==> config.mk <==
export PLATFORM = sky130hd
export DESIGN_NAME = write_busy_status
export DESIGN_NICKNAME = d
export VERILOG_FILES = /design/src/rtl/wbs_pkg.sv /design/src/rtl/wbs_strobe_sense.sv /design/src/rtl/wbs_byte_latch.sv /design/src/rtl/wbs_busy_timer.sv /design/src/rtl/write_busy_status.sv
export SDC_FILE = /design/constraint.sdc
export NUM_CORES = 1
export LEC_CHECK = 0
export BUFFER_PORTS_ARGS = -buffer_cell sky130_fd_sc_hd__buf_2
export CAP_MARGIN = 20
export CELL_PAD_IN_SITES_DETAIL_PLACEMENT = 0
export CELL_PAD_IN_SITES_GLOBAL_PLACEMENT = 1
export CORE_MARGIN = 2
export CORE_UTILIZATION = 55
export CTS_BUF_LIST = sky130_fd_sc_hd__clkbuf_8
export CTS_CLUSTER_DIAMETER = 50
export DETAILED_ROUTE_END_ITERATION = 6
export PLACE_DENSITY = 0.82
export SETUP_SLACK_MARGIN = 0.3
export SYNTH_ARGS = -nofsm -noshare
export SYNTH_HDL_FRONTEND = slang
export SYNTH_SLANG_ARGS = --single-unit
==> constraint.sdc <==
create_clock -name clk -period 2.59 [get_ports clk]
set_clock_uncertainty 0.05 [all_clocks]
set_input_delay 0.259 -clock clk [delete_from_list [all_inputs] [get_ports clk]]
set_output_delay 0.259 -clock clk [all_outputs]
set_load 0.05 [all_outputs]
==> src/rtl/wbs_pkg.sv <==
package wbs_pkg;

    localparam int BYTE_W     = 8;
    localparam int POLL_BIT   = 7;
    localparam int TOGGLE_BIT = 6;

    typedef logic [BYTE_W-1:0] byte_t;

    // Status byte shown while the internal write runs.
    function automatic byte_t status_byte(input byte_t loaded, input logic tog);
        byte_t s;
        s             = loaded;
        s[POLL_BIT]   = ~loaded[POLL_BIT];
        s[TOGGLE_BIT] = tog;
        return s;
    endfunction

endpackage

==> src/rtl/wbs_strobe_sense.sv <==
module wbs_strobe_sense (
    input  logic clk,
    input  logic rst_n,
    input  logic ce_n,
    input  logic we_n,
    input  logic oe_n,
    output logic wr_hold,
    output logic wr_end,
    output logic rd_start
);

    typedef struct packed {
        logic wr;
        logic rd;
    } sense_t;

    sense_t s_d, s_q;

    always_comb begin
        s_d.wr   = !ce_n && !we_n;
        s_d.rd   = !ce_n && !oe_n;
        wr_hold  = s_d.wr;
        wr_end   = s_q.wr && !s_d.wr;   // first strobe to rise ends the load
        rd_start = s_d.rd && !s_q.rd;
    end

    always_ff @(posedge clk or negedge rst_n) begin
        if (!rst_n) s_q <= '0;
        else        s_q <= s_d;
    end

endmodule

==> src/rtl/wbs_byte_latch.sv <==
module wbs_byte_latch
    import wbs_pkg::*;
#(
    parameter int ADDR_W = 4
) (
    input  logic              clk,
    input  logic              rst_n,
    input  logic              capture,
    input  logic [ADDR_W-1:0] addr_i,
    input  byte_t             data_i,
    output logic [ADDR_W-1:0] lat_addr,
    output byte_t             lat_data
);

    typedef struct packed {
        logic [ADDR_W-1:0] addr;
        byte_t             data;
    } latch_t;

    latch_t l_d, l_q;

    always_comb begin
        l_d = l_q;
        if (capture) begin
            l_d.addr = addr_i;
            l_d.data = data_i;
        end
        lat_addr = l_q.addr;
        lat_data = l_q.data;
    end

    always_ff @(posedge clk or negedge rst_n) begin
        if (!rst_n) l_q <= '0;
        else        l_q <= l_d;
    end

endmodule

==> src/rtl/wbs_busy_timer.sv <==
module wbs_busy_timer #(
    parameter int BUSY_CYCLES = 40
) (
    input  logic clk,
    input  logic rst_n,
    input  logic start,
    output logic busy
);

    localparam int CNT_W = $clog2(BUSY_CYCLES + 1);
    localparam logic [CNT_W-1:0] LAST = CNT_W'(BUSY_CYCLES - 1);

    typedef struct packed {
        logic             busy;
        logic [CNT_W-1:0] cnt;
    } timer_t;

    timer_t t_d, t_q;

    always_comb begin
        t_d = t_q;
        if (t_q.busy) begin
            if (t_q.cnt == '0) t_d.busy = 1'b0;
            else               t_d.cnt  = t_q.cnt - 1'b1;
        end else if (start) begin
            t_d.busy = 1'b1;
            t_d.cnt  = LAST;
        end
        busy = t_q.busy;
    end

    always_ff @(posedge clk or negedge rst_n) begin
        if (!rst_n) t_q <= '0;
        else        t_q <= t_d;
    end

    assert_busy_drop_R3: assert property (@(posedge clk) disable iff (!rst_n)
        t_q.busy && t_q.cnt == '0 |=> !t_q.busy);

    assert_cnt_range_R3: assert property (@(posedge clk) disable iff (!rst_n)
        t_q.busy |-> t_q.cnt <= LAST);

endmodule

==> src/rtl/write_busy_status.sv <==
module write_busy_status
    import wbs_pkg::*;
#(
    parameter int ADDR_W      = 4,
    parameter int BUSY_CYCLES = 40
) (
    input  logic              clk,
    input  logic              rst_n,
    input  logic              ce_n,
    input  logic              we_n,
    input  logic              oe_n,
    input  logic [ADDR_W-1:0] addr,
    input  logic [7:0]        wdata,
    output logic [7:0]        rdata,
    output logic              busy
);

    localparam int DEPTH = 1 << ADDR_W;

    logic              wr_hold, wr_end, rd_start;
    logic              capture, commit;
    logic [ADDR_W-1:0] lat_addr;
    byte_t             lat_data;
    byte_t             mem_q [DEPTH];

    wbs_strobe_sense i_sense (
        .clk      (clk),
        .rst_n    (rst_n),
        .ce_n     (ce_n),
        .we_n     (we_n),
        .oe_n     (oe_n),
        .wr_hold  (wr_hold),
        .wr_end   (wr_end),
        .rd_start (rd_start)
    );

    // Loads and commits are both blocked for the whole busy period.
    assign capture = wr_hold && !busy;
    assign commit  = wr_end && !busy;

    wbs_byte_latch #(.ADDR_W(ADDR_W)) i_latch (
        .clk      (clk),
        .rst_n    (rst_n),
        .capture  (capture),
        .addr_i   (addr),
        .data_i   (wdata),
        .lat_addr (lat_addr),
        .lat_data (lat_data)
    );

    wbs_busy_timer #(.BUSY_CYCLES(BUSY_CYCLES)) i_timer (
        .clk   (clk),
        .rst_n (rst_n),
        .start (commit),
        .busy  (busy)
    );

    always_ff @(posedge clk or negedge rst_n) begin
        if (!rst_n) begin
            for (int i = 0; i < DEPTH; i++) mem_q[i] <= '0;
        end else if (commit) begin
            mem_q[lat_addr] <= lat_data;
        end
    end

    typedef struct packed {
        logic  tog;
        byte_t rdata;
    } rd_t;

    rd_t r_d, r_q;

    always_comb begin
        r_d = r_q;
        if (commit) begin
            r_d.tog = 1'b0;           // next busy read shows 1
        end else if (rd_start) begin
            if (busy) begin
                r_d.tog   = ~r_q.tog;
                r_d.rdata = status_byte(lat_data, ~r_q.tog);
            end else begin
                r_d.rdata = mem_q[addr];
            end
        end
    end

    always_ff @(posedge clk or negedge rst_n) begin
        if (!rst_n) r_q <= '0;
        else        r_q <= r_d;
    end

    assign rdata = r_q.rdata;

    assert_busy_start_R2: assert property (@(posedge clk) disable iff (!rst_n)
        wr_end && !busy |=> busy);

    assert_poll_inverse_R4: assert property (@(posedge clk) disable iff (!rst_n)
        rd_start && busy |=> rdata[POLL_BIT] != lat_data[POLL_BIT]);

    assert_ready_data_R6: assert property (@(posedge clk) disable iff (!rst_n)
        rd_start && !busy && !wr_end |=> rdata == $past(mem_q[addr]));

    assert_latch_frozen_R7: assert property (@(posedge clk) disable iff (!rst_n)
        busy |=> $stable(lat_data) && $stable(lat_addr));

    assert_rdata_hold_R8: assert property (@(posedge clk) disable iff (!rst_n)
        !rd_start |=> $stable(rdata));

endmodule

==> impl_metrics.csv, run 1 <==
group,metric,value,unit
run_status,outcome,"finished, final reports clean",
cells_and_area,fin_area,8090,µm²
cells_and_area,antennaDiodeCount,0,
logic_synthesis,synthMuxAreaShare,0.346,
global_routing,overflow,0,
sta,fin_crit,2.09,ns
sta,min_period_over_period,0.808,
clock_tree,clockBufferDepth,2,
cells_and_area,area_growth_syn_to_layout,11.2,%
clock_tree,cts_tree,"yes",
floorplanning,fp-row-count,42,
clock_tree,path_clk_slew,0.08,ns
floorplanning,start_util,0.556,
floorplanning,dieArea,14200,µm²
clock_tree,cts_root_buf,"clkbuf_8",
setup_path,path_class,"flip-flop to flip-flop",
logic_synthesis,synthAdderAreaFrac,0.00344,
sta,finalSetupTns,0,ns
setup_path,cp_slowest_cell,"and3_1",
logic_synthesis,synth_top_family_by_area,"multiplexers",
place,place_area,7580,µm²
place,globalplace.congestion,0.739,
setup_path,arrival,2.38,ns
logic_synthesis,ys_seq_area_frac,0.543,
setup_path,path_cells,"nand2b_1 -> nor4b_2 -> and3_1 -> mux2_2",
route,initialDrtViolationCount,244,
floorplanning,die_height,119,µm
setup_path,worstReg2RegStart,"i_timer.busy",
setup_path,startpoint_type,"flip-flop",
sta,rsz0062_at_grt,"false",
route,wl_per_cell,21.8,µm
logic_synthesis,ys_ff_latch,158,
clock_tree,numCtsBuffers,17,
place,dpl_worst_slack,0.404,ns
sta,slew_headroom,0.468,
power,powerDensity,580,nW/µm²
global_routing,grt_pass1_vias,4372,
setup_path,slowest_delay,0.54,ns
setup_path,cp_max_fo,8,
worst_hold_path,hold_start,"ce_n",
floorplanning,die_w,119,µm
sta,tightest_slew,0.790,ns
logic_synthesis,synth.distinct_cells,45,
route,drc,0,
logic_synthesis,synth.area.top_cells,"dfrtp_1 54%, mux2_2 23%, mux4_2 7.7%",
logic_synthesis,synth.avg_cell_area,15.2,µm²
logic_synthesis,synth_edf_count,0,
floorplanning,core,13100,µm²
sta,final_hold_viol_count,0,
logic_synthesis,yosys.area.top_type_share,0.543,
power,irDropWorstVdd,0.334,mV
setup_path,critPathLaunch,"i_timer.busy",
sta,slew_violations,0,
worst_hold_path,worstHoldPathType,"input pin to flip-flop",
power,p_leak,4.00,nW
global_routing,grt_pass1_wl,24600,µm
logic_synthesis,synth_simple_gate_area_share,0.0476,
cells_and_area,fin_nets,533,
route,viasPerCell,5.98,
route,vias,4186,
run,cap_violations,0,
clock_tree,clk_latency,0.45,ns
global_routing,grt_max_degree,57,
setup_path,ff2ff_setup_slack,0.50,ns
cells_and_area,layout-drive-gt1-share,0.473,
logic_synthesis,synth-xor-area-share,0.00120,
logic_synthesis,synth_area_leader_cell,"dfrtp_1",
logic_synthesis,synth_compound_area_frac,0.0275,
power,finalPower,4.69,mW
logic_synthesis,synth_cells,478,
sta,max_freq,0.478,GHz
clock_tree,post_cts_buffers,0,
logic_synthesis,async_flop_share,1.00,
logic_synthesis,synth_nets,497,
logic_synthesis,synth_warnings,0,
cells_and_area,fillers,1008,
route,drtPass1Iterations,4,
global_routing,antenna_found_initial,0,
clock_tree,h-tree-depth,4,
global_routing,grt_usage,0.235,
logic_synthesis,synth-main-ff-cell,"dfrtp_1",
place,hpwl,9620,µm
sta,timing.hold.ws,0.0993,ns
logic_synthesis,synth.cell_area,7280,µm²
sta,setup_ws,0.498,ns
clock_tree,cts_sinks,158,
floorplanning,io_pins,26,
route,routed_wl,15200,µm
place,port-buffer-count,25,
setup_path,cp_top_family,"simple AND/OR/NAND/NOR gates",
setup_path,cp-end-kind,"flip-flop",
setup_path,path_buf_inv,0,
route,ant_nets,0,
sta,setup_viol,0,
setup_path,worstPathRequired,2.88,ns
[cells by family (layout without fill, tap and decap cells)]
| group | Yosys count | count (layout) |
|---|---|---|
| fa+ha+maj | 2 | 2 |
| flops | 158 | 158 |
| xor+xnor | 1 | 1 |
| simple gates | 58 | 58 |
| buf+inv | 38 | 84 |
| compound gates | 27 | 27 |
| mux | 194 | 194 |
[final timing paths]
kind	endpoint	depth (start not counted)
min reg2reg	i_timer.t_q[5]	1
max reg2reg	mem_q[68]	4
max	mem_q[68]	4
min in group asynchronous	mem_q[95]	2
min	i_sense.s_q[1]	2
max in group asynchronous	mem_q[9]	3
[power breakdown]
part,switching [mW],internal [mW]
Clock,0.851,1.04
Combinational,0.174,0.0905
Sequential,0.0437,2.49
Total,1.07,3.62
[cells in the mapped netlist, types with 2 or more instances]
cell type,number
mux2i_1,17
inv_1,3
o211ai_1,2
clkbuf_1,12
mux2_2,147
nor3b_2,2
nor2b_1,3
buf_2,7
a2bb2oi_1,2
a21o_1,2
and3_1,2
buf_4,13
nand2b_1,2
mux4_2,25
nand3_1,5
dfrtp_1,158
a21oi_1,2
nor4b_2,2
a222oi_1,5
nand2_1,19
o21ai_1,5
ha_1,2
nor2_1,9
nor3_1,3
o21ai_0,4
nand4_1,2
mux4_1,5
[worst reg2reg max path: cells and delay by family, from the launching register on]
family	cells	cell delay, ns
simple gates	3	1.15
mux	1	0.39
flops	1	0.39
[layout make-up]
cell class | instances | area, µm² | share of cell area
clock inverter | 11 | 154 | 0.0190
inverter | 3 | 11.3 | 0.00139
timing repair buffer | 52 | 399 | 0.0493
multi-input combinational | 282 | 3110 | 0.384
sequential | 158 | 3950 | 0.489
tap | 176 | 220 | 0.0272
clock buffer | 18 | 248 | 0.0306
[timing repair]
action	CTS	global route
gates resized for setup	0	0
hold buffers	11	0
hold endpoints to repair	63	0
[registers in the layout, summed over array words and instances, names as in the netlist]
register and flops:
r_q 1, i_sense.s_q 2, mem_q 128, i_latch.lat_addr 4, rdata 8, i_latch.lat_data 8, i_timer.t_q 6, i_timer.busy 1
[cells in the final DEF (no fill, tap or decap), types with 7 or more instances in the layout]
cell type and instances:
buf_2 24, buf_4 13, clkbuf_8 18, dfrtp_1 158, dlygate4sd3_1 11, inv_1 7
mux2_2 147, mux2i_1 17, mux4_2 25, nand2_1 19, nor2_1 9
[per-layer routing]
metal / share of wire / GRT usage / up-vias
li1: - / - / 1843
met1: 0.44 / 0.313 / 2227
met2: 0.50 / 0.377 / 95
met3: 0.048 / 0.0536 / 21
met4: 0.020 / 0.0893 / 0
met5: 0 / 0 / -
[stage by stage]
step,util,instances
final,0.618,700
after global routing,0.618,700
after CTS,0.618,700
after detailed placement,0.579,660
after global placement,0.579,660
after floorplan,-,478
(Power assumes the default switching activity.)
==> run 2: changes to the inputs <==
- clock period: 2.59 -> 2.1 ns (I/O delays scaled with it)
==> impl_metrics.csv, run 2 (same netlist as run 1, synthesis figures left out) <==
group,metric,value,unit
clock_tree,clockBufferDepth,2,
cells_and_area,area_growth_syn_to_layout,17.1,%
run,cap_violations,0,
route,wl_per_cell,22.1,µm
cells_and_area,regArea,3960,µm²
sta,slew_violations,0,
floorplanning,fp-row-count,42,
clock_tree,cts_sinks,158,
clock_tree,clk_latency,0.46,ns
setup_path,cp-end-kind,"flip-flop",
global_routing,grt_usage,0.241,
route,drc,0,
power,intPower,4.27,mW
sta,final_hold_viol_count,0,
place,dpl_worst_slack,0.0822,ns
place,port-buffer-count,25,
worst_hold_path,worstHoldPathType,"input pin to flip-flop",
sta,fin_crit,1.88,ns
power,powerDensity,658,nW/µm²
power,p_leak,4.16,nW
route,ant_nets,0,
floorplanning,dieArea,14200,µm²
setup_path,path_class,"flip-flop to flip-flop",
cells_and_area,antennaDiodeCount,0,
clock_tree,h-tree-depth,4,
sta,tightest_slew,0.756,ns
sta,max_freq,0.532,GHz
power,pwr-share-clk,0.381,
global_routing,overflow,0,
cells_and_area,fillers,949,
cells_and_area,layout_commonest_cell,"dfrtp_1",
floorplanning,die_height,119,µm
power,p_sw_frac,0.239,
setup_path,startpoint_type,"flip-flop",
sta,min_period_over_period,0.895,
place,globalplace.congestion,0.803,
clock_tree,path_clk_slew,0.08,ns
route,vias,4254,
power,combPwrFrac,0.060,
cells_and_area,multiInputGateArea,3370,µm²
sta,timing.hold.ws,0.0940,ns
setup_path,cp_max_fo,7,
floorplanning,die_w,119,µm
sta,rsz0062_at_grt,"true",
sta,finalSetupTns,0,ns
setup_path,worstPathRequired,2.43,ns
sta,setup_ws,0.220,ns
run_status,outcome,"finished, final reports clean",
sta,slew_headroom,0.491,
route,routed_wl,15900,µm
cells_and_area,fin_nets,551,
floorplanning,io_pins,26,
route,drtPass1Iterations,4,
global_routing,antenna_found_initial,0,
floorplanning,start_util,0.556,
floorplanning,core,13100,µm²
cells_and_area,layout-drive-gt1-share,0.533,
setup_path,arrival,2.21,ns
sta,setup_viol,0,
route,initialDrtViolationCount,320,
cells_and_area,top_register,"mem_q",
clock_tree,cts_root_buf,"clkbuf_8",
power,seqPwrFrac,0.559,
cells_and_area,final_cell_mix,"154 x dfrtp_1, 111 x mux2_2, 36 x mux2_4",
global_routing,grt_pass1_wl,25200,µm
global_routing,grt_max_degree,53,
clock_tree,numCtsBuffers,17,
clock_tree,cts_tree,"yes",
route,viasPerCell,5.92,
place,hpwl,10000,µm
power,irDropWorstVdd,0.620,mV
global_routing,grt_pass1_vias,4519,
cells_and_area,largest_reg_flops,128,
power,p_sw,1.34,mW
## run 2: power by group through the flow
stage | combinational, mW | clock, mW | sequential, mW
detailed placement | 0.324 | 0 | 3.19
floorplan | 0.231 | 0 | 3.16
global placement | 0.316 | 0 | 3.19
global route | 0.367 | 2.33 | 3.14
finish | 0.336 | 2.14 | 3.13
CTS | 0.340 | 2.18 | 3.13
## run 2: final timing paths
| kind | cells past startpoint | startpoint | slack (ns) | end |
|---|---|---|---|---|
| worst min register to register | 1 | i_timer.t_q[5] | 0.43 | i_timer.t_q[5] |
| min in group asynchronous | 2 | rst_n | 0.21 | mem_q[86] |
| worst max register to register | 6 | i_timer.t_q[0] | 0.22 | i_timer.t_q[3] |
| max in group asynchronous | 3 | rst_n | 1.09 | mem_q[97] |
| worst min-delay path | 2 | ce_n | 0.09 | i_sense.s_q[1] |
| worst max-delay path | 6 | i_timer.t_q[0] | 0.22 | i_timer.t_q[3] |
## run 2: critical path, stage by stage, from the launching register on
cell	delay (ns)
dfrtp_1	0.40
inv_2	0.09
ha_4	0.12
or4b_4	0.46
o21a_4	0.27
mux2_2	0.28
mux2i_1	0.12
## run 2: metal layers
| metal | wire length [µm] | GRT usage |
|---|---|---|
| met1 | 7070 | 0.330 |
| met2 | 7960 | 0.388 |
| met3 | 650 | 0.0556 |
| met4 | 200 | 0.0722 |
| met5 | 0 | 0 |
## run 2: cell type report
type                    instances  share of cell area
well taps                     176              0.0258
multi-input cells             282               0.395
clock inverters                10              0.0119
repair buffers                 70              0.0709
flip-flops and latches        158               0.464
inverters                       3             0.00132
clock buffers                  19              0.0307
## run 2: stage by stage
step / instances / util / cell area [µm²] / power, mW
after global placement: 669 / 0.595 / 7780 / 3.50
after global routing: 718 / 0.652 / 8530 / 5.84
after CTS: 712 / 0.639 / 8360 / 5.66
final: 718 / 0.652 / 8530 / 5.61
after floorplan: 478 / - / 7400 / 3.39
after detailed placement: 669 / 0.595 / 7780 / 3.52
## run 2: what timing repair did
item | in CTS | in global routing
setup buffers | 3 | 6
hold endpoints to repair | 55 | 0
pin swaps | 4 | 10
endpoints found under the setup margin | 83 | 75
gates resized for setup | 18 | 36
hold buffers | 11 | 0
